**src/rtl/bytelane_bus_adapter.sv**
```systemverilog
module bytelane_bus_adapter #(
  parameter int BYTE_W = 9
) (
  input  logic                  clk,
  input  logic                  rst_n,
  input  logic [1:0]            cfg_size,
  input  logic                  cfg_little,
  input  logic [1:0]            cfg_swap,
  input  logic                  wp_valid,
  input  logic [4*BYTE_W-1:0]   wp_data,
  output logic                  fw_valid,
  output logic [4*BYTE_W-1:0]   fw_data,
  input  logic                  rp_req,
  output logic [4*BYTE_W-1:0]   rp_data,
  input  logic [4*BYTE_W-1:0]   fr_data,
  output logic                  fr_pop
);
  localparam int WORD_W = 4 * BYTE_W;
  localparam int HALF_W = 2 * BYTE_W;

  function automatic logic [WORD_W-1:0] lane_swap(input logic [WORD_W-1:0] w, input logic [1:0] m);
    logic [BYTE_W-1:0] b3, b2, b1, b0;
    {b3, b2, b1, b0} = w;
    case (m)
      2'b01:   lane_swap = {b0, b1, b2, b3};
      2'b10:   lane_swap = {b1, b0, b3, b2};
      2'b11:   lane_swap = {b2, b3, b0, b1};
      default: lane_swap = w;
    endcase
  endfunction

  wire mode_half = (cfg_size == 2'b01);
  wire mode_byte = (cfg_size == 2'b10);
  wire mode_wide = !mode_half && !mode_byte;

  logic [1:0]        wr_cnt, rd_cnt;
  logic [WORD_W-1:0] acc, merged;

  wire wr_last = mode_wide || (mode_half && wr_cnt[0]) || (mode_byte && wr_cnt == 2'd3);
  wire rd_last = mode_wide || (mode_half && rd_cnt[0]) || (mode_byte && rd_cnt == 2'd3);

  wire       wr_hpos = cfg_little ? wr_cnt[0] : ~wr_cnt[0];
  wire [1:0] wr_bpos = cfg_little ? wr_cnt : ~wr_cnt;
  wire       rd_hpos = cfg_little ? rd_cnt[0] : ~rd_cnt[0];
  wire [1:0] rd_bpos = cfg_little ? rd_cnt : ~rd_cnt;

  always_comb begin
    merged = acc;
    if (mode_wide)      merged = wp_data;
    else if (mode_half) merged[int'(wr_hpos)*HALF_W +: HALF_W] = wp_data[HALF_W-1:0];
    else                merged[int'(wr_bpos)*BYTE_W +: BYTE_W] = wp_data[BYTE_W-1:0];
  end

  always_ff @(posedge clk) begin
    if (!rst_n) begin
      wr_cnt   <= '0;
      acc      <= '0;
      fw_valid <= 1'b0;
      fw_data  <= '0;
    end else begin
      fw_valid <= 1'b0;
      if (wp_valid) begin
        acc <= merged;
        if (wr_last) begin
          wr_cnt   <= '0;
          fw_valid <= 1'b1;
          fw_data  <= lane_swap(merged, cfg_swap);
        end else begin
          wr_cnt <= wr_cnt + 2'd1;
        end
      end
    end
  end

  always_ff @(posedge clk) begin
    if (!rst_n)      rd_cnt <= '0;
    else if (rp_req) rd_cnt <= rd_last ? 2'd0 : rd_cnt + 2'd1;
  end

  wire [WORD_W-1:0] rd_sw = lane_swap(fr_data, cfg_swap);

  always_comb begin
    rp_data = '0;
    if (mode_wide)      rp_data = rd_sw;
    else if (mode_half) rp_data[HALF_W-1:0] = rd_sw[int'(rd_hpos)*HALF_W +: HALF_W];
    else                rp_data[BYTE_W-1:0] = rd_sw[int'(rd_bpos)*BYTE_W +: BYTE_W];
  end

  assign fr_pop = rp_req && rd_last;

  AST_STROBE_FOLLOWS_BEAT: assert property (@(posedge clk) disable iff (!rst_n)
    fw_valid |-> $past(wp_valid));
  AST_WIDE_WRITE_EACH_BEAT: assert property (@(posedge clk) disable iff (!rst_n)
    (wp_valid && mode_wide) |=> fw_valid);
  AST_NARROW_STROBE_SPACED: assert property (@(posedge clk) disable iff (!rst_n)
    (fw_valid && !mode_wide) |-> !$past(fw_valid));
  AST_WIDE_POP_EACH_REQ: assert property (@(posedge clk) disable iff (!rst_n)
    (rp_req && mode_wide) |-> fr_pop);
  AST_NARROW_POP_SPACED: assert property (@(posedge clk) disable iff (!rst_n)
    (rp_req && fr_pop && !mode_wide) |=> !fr_pop);
  AST_BYTE_UPPER_ZERO: assert property (@(posedge clk) disable iff (!rst_n)
    mode_byte |-> (rp_data[WORD_W-1:BYTE_W] == '0));
endmodule

```
**config.mk**
```make
export PLATFORM = sky130hd
export DESIGN_NAME = bytelane_bus_adapter
export DESIGN_NICKNAME = d
export VERILOG_FILES = /design/src/rtl/bytelane_bus_adapter.sv
export SDC_FILE = /design/constraint.sdc
export NUM_CORES = 1
export LEC_CHECK = 0
export ABC_AREA = 1
export BUFFER_PORTS_ARGS = -buffer_cell sky130_fd_sc_hd__buf_4
export CAP_MARGIN = 20
export CORE_MARGIN = 10
export CORE_UTILIZATION = 35
export DETAILED_ROUTE_END_ITERATION = 8
export PLACE_DENSITY_LB_ADDON = 0.25
export SETUP_SLACK_MARGIN = 0.1
export SLEW_MARGIN = 20
export SYNTH_ARGS = -nofsm -noshare
export SYNTH_HDL_FRONTEND = slang
export SYNTH_SLANG_ARGS = --single-unit
```
**constraint.sdc**
```tcl
create_clock -name clk -period 2.3 [get_ports clk]
set_input_delay 0 -clock clk [delete_from_list [all_inputs] [get_ports clk]]
set_output_delay 0 -clock clk [all_outputs]
set_load 0.02 [all_outputs]
```
# Word-level counts from Yosys, hierarchy flattened
# Index checks and enable logic that the tools add are counted.
[word_totals]
inputBits = 81
elab_cells = 61
regBits = 77
[op_classes]
eq_ne = 7
n_bitwise = 4
mux = 17
n_shift = 6
add_sub_neg = 4
reduce_logical = 14
n_mul = 4
[ops]
columns = ["op", "n"]
rows = [
  ["36-bit case mux with 3 select lines", 2],
  ["36-bit bitwise mux", 2],
  ["36-bit two-way mux", 2],
  ["6-bit negation with 33-bit output", 2],
  ["18-bit two-way mux", 2],
  ["18-bit by 33-bit variable shift with 36-bit output (first input constant)", 1],
  ["9-bit by 33-bit variable shift with 36-bit output (first input constant)", 1],
  ["18-bit by 33-bit indexed part select with 36-bit output", 1],
  ["36-bit by 7-bit indexed part select with 18-bit output", 1],
  ["36-bit by 7-bit indexed part select with 9-bit output", 1],
  ["9-bit by 33-bit indexed part select with 36-bit output", 1],
  ["9-bit two-way mux", 2],
  ["2-bit by 4-bit multiplier with 6-bit output (second input constant)", 2],
  ["2-bit == test (second input constant)", 5],
  ["1-bit by 4-bit multiplier with 5-bit output (second input constant)", 2],
  ["2-bit two-way mux", 4],
  ["1-bit logical AND", 6],
  ["2-bit by 1-bit adder with 2-bit output (second input constant)", 2],
  ["2-bit by 1-bit == test with 1-bit output (second input constant)", 2],
  ["1-bit logical OR", 4],
  ["2-bit inverter", 2],
  ["2-bit AND reduction", 2],
  ["1-bit two-way mux", 3],
  ["1-bit zero test", 2],
  ["1-bit inverter", 2],
]

# Logic depth before layout (Yosys ltp)
# Gate-level depths: netlist (run 1).
[depth]
ltp_word = 9
ltp_mapped = 17
depth_no_buf = 15

# Worst setup path before layout (run 1)
# No wires, ideal clock.
[synth_path]
path_type = "register -> register"
start = "reg wr_cnt[0]"
end = "reg fw_data[18]"
t_arrival_ns = 1.674
period_less_slack_ns = 1.786
path_stages_with_launch = 12
n_path_buf = 1
setup_ns = 0.112
path_slack_ns = 0.514
cell_sequence = "dfxtp_1 ha_1 clkbuf_1 nand2_1 nand3_1 nand2_1 nand2_1 nand2_1 o21ai_0 nand3_1 nand2_1 nand2_1"
[synth_between]
elab_chain_cells = 9
elab_cells_between_ends = 23
classes_between = "2 x add/sub; 2 x mul; 1 x eq/ne; 4 x shift; 7 x mux; 2 x bitwise; 5 x reduce/logical"
[synth_lines]
columns = ["item", "line", "rtl"]
rows = [
  ["from (decl)", "36", "logic [1:0] wr_cnt, rd_cnt;"],
  ["from (signal assigned)", "69", "wr_cnt <= wr_cnt + 2'd1;"],
  ["1-bit inverter or 2-bit inverter (tied branches)", "42, 43", ""],
  ["1-bit two-way mux or 2-bit two-way mux (tied branches)", "42, 43", ""],
  ["1-bit by 4-bit multiplier with 5-bit output or 2-bit by 4-bit multiplier with 6-bit output (tied branches)", "50, 51", ""],
  ["6-bit negation with 33-bit output, on equally long branches", "50, 51", ""],
  ["18-bit by 33-bit indexed part select with 36-bit output, or another cell as far along", "50", "else if (mode_half) merged[int'(wr_hpos)*HALF_W +: HALF_W] = wp_data[HALF_W-1:0];"],
  ["36-bit bitwise mux, on equally long branches", "50, 51", ""],
  ["36-bit two-way mux", "50", ""],
  ["36-bit two-way mux", "49", "if (mode_wide) merged = wp_data;"],
  ["36-bit case mux with 3 select lines", "24", "case (m)"],
  ["to (signal assigned)", "67", "fw_data <= lane_swap(merged, cfg_swap);"],
  ["to (decl)", "12", "output logic [4*BYTE_W-1:0] fw_data,"],
]
# Several ways; a longest one is shown, not always the timed one.
# A chain may end at the register's enable or synchronous reset.

# Worst setup path in the final report (run 1)
[layout_path]
start = "reg rd_cnt[0]"
end = "out rp_data[1]"
[layout_between]
elab_chain_cells = 6
elab_cells_between_ends = 10
classes_between = "2 x mul; 2 x shift; 4 x mux; 2 x bitwise"
[layout_lines]
columns = ["item", "line", "rtl"]
rows = [
  ["from (decl)", "36", ""],
  ["from (signal assigned)", "77", "else if (rp_req) rd_cnt <= rd_last ? 2'd0 : rd_cnt + 2'd1;"],
  ["2-bit inverter or 1-bit inverter (tied branches)", "45, 44", ""],
  ["2-bit two-way mux or 1-bit two-way mux (tied branches)", "45, 44", ""],
  ["2-bit by 4-bit multiplier with 6-bit output or 1-bit by 4-bit multiplier with 5-bit output (tied branches)", "86, 85", ""],
  ["36-bit by 7-bit indexed part select with 9-bit output or 36-bit by 7-bit indexed part select with 18-bit output (tied branches)", "86, 85", ""],
  ["9-bit two-way mux (*)", "85", "else if (mode_half) rp_data[HALF_W-1:0] = rd_sw[int'(rd_hpos)*HALF_W +: HALF_W];"],
  ["18-bit two-way mux (*)", "84", "if (mode_wide) rp_data = rd_sw;"],
  ["to (decl)", "14", "output logic [4*BYTE_W-1:0] rp_data,"],
]
# Mark *: on every way between the ends. The rest lies on a longest branch, timed or not.

==> results of run 1 <==
final timing paths:
check / endpoint / slack [ns] / cells past startpoint
worst max register to register: fw_data[31]$_SDFFE_PN0P_ / 0.30 / 11
worst min register to register: fw_data[20]$_SDFFE_PN0P_ / 0.45 / 2
worst min-delay path: wr_cnt[0]$_SDFFE_PN0P_ / 0.03 / 3
worst max-delay path: rp_data[1] / 0.28 / 7
per-layer routing:
| metal | vias to the layer above | share of wire, % |
|---|---|---|
| met5 | - | 0 |
| met4 | 0 | 1.1 |
| met2 | 373 | 43 |
| met3 | 19 | 8.8 |
| met1 | 4245 | 47 |
| li1 | 4736 | - |
synthesized netlist by cell type (4+ instances only):
cell	n
o211ai_1	19
inv_1	154
o21ai_1	36
nand4_1	7
buf_1	7
ha_1	4
buf_2	22
buf_4	8
o2111ai_1	14
buf_6	6
clkbuf_1	42
nand2_2	18
dfxtp_1	77
a21oi_1	13
inv_2	9
o21ai_0	97
nor2_1	115
nand2_4	6
nand2_1	574
nand3_1	184
registers in the layout (all words and copies together) (netlist names):
signal	flops
fw_data	36
wr_cnt	2
acc	36
rd_cnt	2
fw_valid	1
power by group:
| part | switching (mW) | internal, mW | total, mW |
|---|---|---|---|
| combinational | 1.41 | 0.709 | 2.12 |
| clock | 0.603 | 0.781 | 1.38 |
| sequential | 0.0836 | 1.44 | 1.52 |
| total | 2.09 | 2.93 | 5.03 |
per-stage QoR:
step,std cells,setup slack (ns),hold slack (ns)
after floorplan,1433,0.514,0.148
after global placement,1805,0.325,0.286
after detailed placement,1805,0.296,0.287
after CTS,1824,0.150,0.0350
after global routing,1824,0.104,0.0555
final,1824,0.281,0.0280
what timing repair did:
action	CTS	global route
hold endpoints to repair	4	0
hold buffers	3	0
buffers inserted	0	0
gates resized for setup	0	3
setup endpoints to repair	0	19
kinds of logic after synthesis:
logic type	Yosys count
AO/OA/AOI/OAI	187
XOR/XNOR	2
adder cells (fa/ha/maj)	4
AND/OR/NAND/NOR	909
flip-flops	77
buffers and inverters	254
worst register-to-register path, cell delays in order, from the launching register on:
cell and delay, ns:
dfxtp_2 0.36, ha_1 0.33, buf_4 0.26, nor2_1 0.08, nand3_1 0.08, nand3_1 0.08
nand2_1 0.07, nand2_1 0.20, o21ai_0 0.22, inv_1 0.05, o21ai_1 0.08, nand2_1 0.07
cell type report:
cell class	count	area share, %
Multi-Input combinational cell	1102	53.8
Sequential cell	77	16.9
Timing Repair Buffer	188	15.6
Inverter	166	6.88
Tap cell	275	3.76
Clock buffer	11	2.76
Clock inverter	5	0.273
==> impl_metrics.tcl, run 1 <==
set metrics [dict create \
    synth_edf_count 0 \
    final_common_cell "nand2_1" \
    worst_ep_arrival_time_ns 2.02 \
    setup_viol 0 \
    max_freq_mhz 495 \
    cts_sinks 77 \
    p_total_mw 5.03 \
    crit_family "compound AO/OA/AOI/OAI gates" \
    vdd.ir_drop.worst_mv 0.348 \
    crit_start "rd_cnt[0]$_SDFFE_PN0P_" \
    p_leak_nw 5.24 \
    critPathKind "register to output pin" \
    die-area_sq_mm 0.0279 \
    gr-usage-met2_pct 31.0 \
    grt_max_degree 55 \
    drtIter0Drc 1107 \
    crit_required_ns 2.30 \
    cts_tree "yes" \
    cp_slowest_stage_delay_ns 0.48 \
    finalCriticalPeriod_ns 2.02 \
    power.density_mw_per_mm2 549 \
    slew_viol_final 0 \
    startpoint_type "register" \
    slew_headroom_pct 62.7 \
    synth.distinct_cells 38 \
    worst_pin_slew_ns 0.559 \
    coreArea_sq_mm 0.0212 \
    crit_top_cell "buf_4" \
    fillers 2324 \
    yosys.area_share.simple_pct 49.9 \
    clk_pin_slew_ns 0.06 \
    syn_to_final_growth_pct 21.1 \
    synth_area_leader_cell "nand2_1" \
    synth_seq_cells 77 \
    syn_nets 1518 \
    ys_seq_area_share_pct 20.4 \
    cts_buffers 9 \
    gp_congestion 0.896 \
    path_buf_inv 2 \
    syn-cell-area_sq_mm 0.00756 \
    clock_latency_ns 0.35 \
    clock-root-buffer "clkbuf_16" \
    dieHeight_um 167 \
    muxShareOfSynthArea_pct 0 \
    die-width_um 167 \
    vias 9373 \
    grt_pass1_wl_um 48400 \
    synth_top_family_by_area "simple AND/OR/NAND/NOR gates" \
    rsz0062_at_grt "false" \
    overflow 0 \
    clock_skew_ns 0.00681 \
    start_util_pct 35.7 \
    drive_gt1_share_pct 15.8 \
    period_share_pct 87.8 \
    routedWlPerCell_um 17.0 \
    synth_flop_cell "dfxtp_1" \
    nets 1629 \
    synth.top_cells.by_area "nand2_1 (29%), dfxtp_1 (20%), nand3_1 (12%), inv_1 (7.7%), o21ai_0 (6.4%)" \
    placement.cell_area_sq_mm 0.00884 \
    ant_nets 0 \
    hp-class "primary input to register" \
    ys_warn_count 0 \
    crit_slowest_cell "dfxtp_1" \
    antenna_found_initial 0 \
    synth_compound_area_share_pct 14.1 \
    gr-max-usage-layer "met2" \
    grtUsageTotal_pct 21.0 \
    multiInputGateArea_sq_mm 0.00493 \
    first_pass_iters 6 \
    crit_fanout 7 \
    drc 0 \
    rows 53 \
    fin_area_sq_mm 0.00915 \
    synthXorXnorAreaFrac_pct 0.480 \
    path_cells "xor2_4 > buf_4 > o211ai_1 > o21ai_0 > o21ai_1 > o21bai_1 > buf_4" \
    outcome "finished, final reports clean" \
    cap_violations 0 \
    syn_inst 1433 \
    wl_um 30900 \
    synth_top_cell_area_share_pct 28.5 \
    final_cell_mix "nand2_1 (574), nand3_1 (184), buf_4 (184)" \
    htree_levels 3 \
    io_buffers 154 \
    syn_avg_cell_area_sq_um 5.27 \
    io_pins 155 \
    async_flop_share_pct 0 \
    min_from "wp_valid" \
    grtUsageMet1_pct 30.1 \
    end_kind "output pin" \
    clk_path_buf_depth 2 \
    hold_viol 0 \
    antenna_cells 0 \
    fin_util_pct 43.3 \
    viasPerCell 5.14 \
    r2r_start "wr_cnt[0]$_SDFFE_PN0P_" \
    grt_pass1_vias 8356 \
    hpwlAfterDp_um 22200 \
    tns_ns 0 \
    register_area_sq_mm 0.00154 \
    use_met3_pct 5.60 \
    yosys.area_share.adder_pct 0.662 \
]
No activity file was read; power rests on OpenSTA's default activity.
==> inputs of run 2 (changes only) <==
Settings changed: SETUP_SLACK_MARGIN 0.1 to 0.5.
==> run 2 against run 1 <==
- routed wire length is 6.9% higher
- setup slack improved by 0.15 ns
- combinational power up 19%
- largest power group unchanged
- largest cell class unchanged
- critical path type unchanged
- clock skew rose by 0.0013 ns
- clock power barely moved
- maximum frequency up 8.3%
==> impl_metrics.tcl, run 2 (synthesis results as in run 1) <==
set metrics [dict create \
    hpwlAfterDp_um 22200 \
    gp_congestion 0.896 \
    vdd.ir_drop.worst_mv 0.349 \
    grtUsageTotal_pct 21.1 \
    die-area_sq_mm 0.0279 \
    endpoint "rp_data[7]" \
    clk_pin_slew_ns 0.06 \
    antenna_cells 0 \
    crit_fanout 29 \
    grt_pass1_wl_um 48600 \
    io_buffers 154 \
    crit_slowest_cell "dfxtp_4" \
    crit_required_ns 2.30 \
    largestRegisters "acc x36, fw_data x36" \
    grt_pass1_vias 8379 \
    cts_buffers 9 \
    seq_power_share_pct 28.1 \
    hp-class "primary input to register" \
    syn_to_final_growth_pct 37.3 \
    end_kind "output pin" \
    grt_max_degree 55 \
    finalCriticalPeriod_ns 1.86 \
    power.internal_mw 3.13 \
    worst_pin_slew_ns 0.619 \
    power.density_mw_per_mm2 525 \
    worst_ep_arrival_time_ns 1.86 \
    viasPerCell 5.30 \
    clock-root-buffer "clkbuf_16" \
    clkPwrFrac_pct 25.5 \
    hold_viol 0 \
    drive_gt1_share_pct 28.0 \
    pwr-share-comb_pct 46.4 \
    routedWlPerCell_um 17.9 \
    coreArea_sq_mm 0.0212 \
    cp_slowest_stage_delay_ns 0.37 \
    slew_viol_final 0 \
    setup_viol 0 \
    htree_levels 3 \
    slew_headroom_pct 58.7 \
    drtIter0Drc 1165 \
    rsz0062_at_grt "true" \
    p_leak_nw 5.63 \
    antenna_found_initial 0 \
    switching_share_pct 42.5 \
    ant_nets 0 \
    final_cell_mix "nand2_1 (490), buf_4 (180), inv_1 (146)" \
    period_share_pct 81.1 \
    post-place-cells 1805 \
    nets 1653 \
    drc 0 \
    first_pass_iters 6 \
    wl_um 33100 \
    overflow 0 \
    final_common_cell "nand2_1" \
    clk_path_buf_depth 2 \
    reg2reg_to "fw_data[29]$_SDFFE_PN0P_" \
    dieHeight_um 167 \
    io_pins 155 \
    reg2regPathDepth 13 \
    critPathKind "register to output pin" \
    clock_skew_ns 0.00815 \
    max_freq_mhz 536 \
    reg2reg_slack_ns 0.44 \
    cap_violations 0 \
    rows 53 \
    outcome "finished, final reports clean" \
    r2r_start "wr_cnt[0]$_SDFFE_PN0P_" \
    cts_sinks 77 \
    crit_top_cell "nand2_1" \
    die-width_um 167 \
    startpoint_type "register" \
    clock_latency_ns 0.35 \
    vias 9798 \
    start_util_pct 35.7 \
    cts_tree "yes" \
    p_sw_mw 2.31 \
    tns_ns 0 \
    instances_no_fill 1848 \
    crit_start "rd_cnt[0]$_SDFFE_PN0P_" \
    path_cells "xor2_4 > inv_6 > o211ai_1 > o211ai_1 > nand2_1 > nand2_1 > nand2_1 > nand2_1 > buf_4" \
]
## run 2: changes by cell type in the layout (fill, tap and decap cells not counted), moves of 8 or more
cell and change:
o21ai_2 +21, o21ai_0 -17, buf_6 +12, inv_1 -8, nand2_1 -84, nand3_1 -45, nand2_2 +51, nand2_4 +31
nand3_2 +42
## run 2: per-stage QoR
step,setup slack (ns),util (%),instance area (sq um),power (mW),hold WS (ns)
detailed placement,0.296,41.8,8840,3.63,0.287
global route,0.314,49.0,10400,5.75,0.0615
floorplan,0.514,-,7560,2.85,0.148
global placement,0.325,41.8,8840,3.62,0.286
CTS,0.442,43.7,9250,5.06,0.0242
finish,0.436,49.0,10400,5.44,0.0408
## run 2: worst min path at each step
stage	startpoint	to	slack (ns)	cells after the start
final	wp_valid	wr_cnt[0]$_SDFFE_PN0P_	0.04	3
after global routing	wp_valid	wr_cnt[0]$_SDFFE_PN0P_	0.06	3
after CTS	wp_valid	wr_cnt[0]$_SDFFE_PN0P_	0.02	3
after detailed placement	rp_req	rd_cnt[0]$_SDFFE_PN0P_	0.29	3
after global placement	rp_req	rd_cnt[0]$_SDFFE_PN0P_	0.29	3
after floorplan	rp_req	rd_cnt[0]$_SDFFE_PN0P_	0.15	2
## run 2: per-layer routing
layer	part of all wire [%]	vias to the layer above	GRT usage (%)
li1	-	4793	-
met1	45	4511	30.2
met2	45	459	31.4
met3	9.1	35	5.41
met4	1.4	0	2.75
met5	0	-	0
## run 2: repair_timing
action                                  in CTS  in global routing
endpoints found under the setup margin      75                 65
gates cloned                                 0                 11
hold buffers                                 3                  0
endpoints found under the hold margin        4                  0
resized for setup                           23                241
pin swaps                                    2                120
buffers inserted                             3                 10
## run 2: final cells by class
cell class | instances | area, sq um
Clock buffer | 11 | 253
Sequential cell | 77 | 1550
Multi-Input combinational cell | 1104 | 5740
Clock inverter | 5 | 25.0
Inverter | 166 | 638
Fill cell | 2174 | 10800
Tap cell | 275 | 344
Timing Repair Buffer | 210 | 1820
## run 2: critical path, delay by kind of cell, from the launching register on
| family | cells | cell delay [ns] |
|---|---|---|
| compound gates | 2 | 0.33 |
| simple gates | 4 | 0.26 |
| xor+xnor | 1 | 0.24 |
| flops | 1 | 0.37 |
| buf+inv | 2 | 0.30 |
## run 2: power by group through the flow
stage / registers, mW / clock network [mW] / logic [mW]
5_1_grt: 1.54 / 1.46 / 2.75
4_1_cts: 1.52 / 1.41 / 2.13
3_5_place_dp: 1.55 / 0 / 2.08
6_report: 1.53 / 1.39 / 2.53
3_3_place_gp: 1.55 / 0 / 2.07
2_1_floorplan: 1.58 / 0 / 1.27
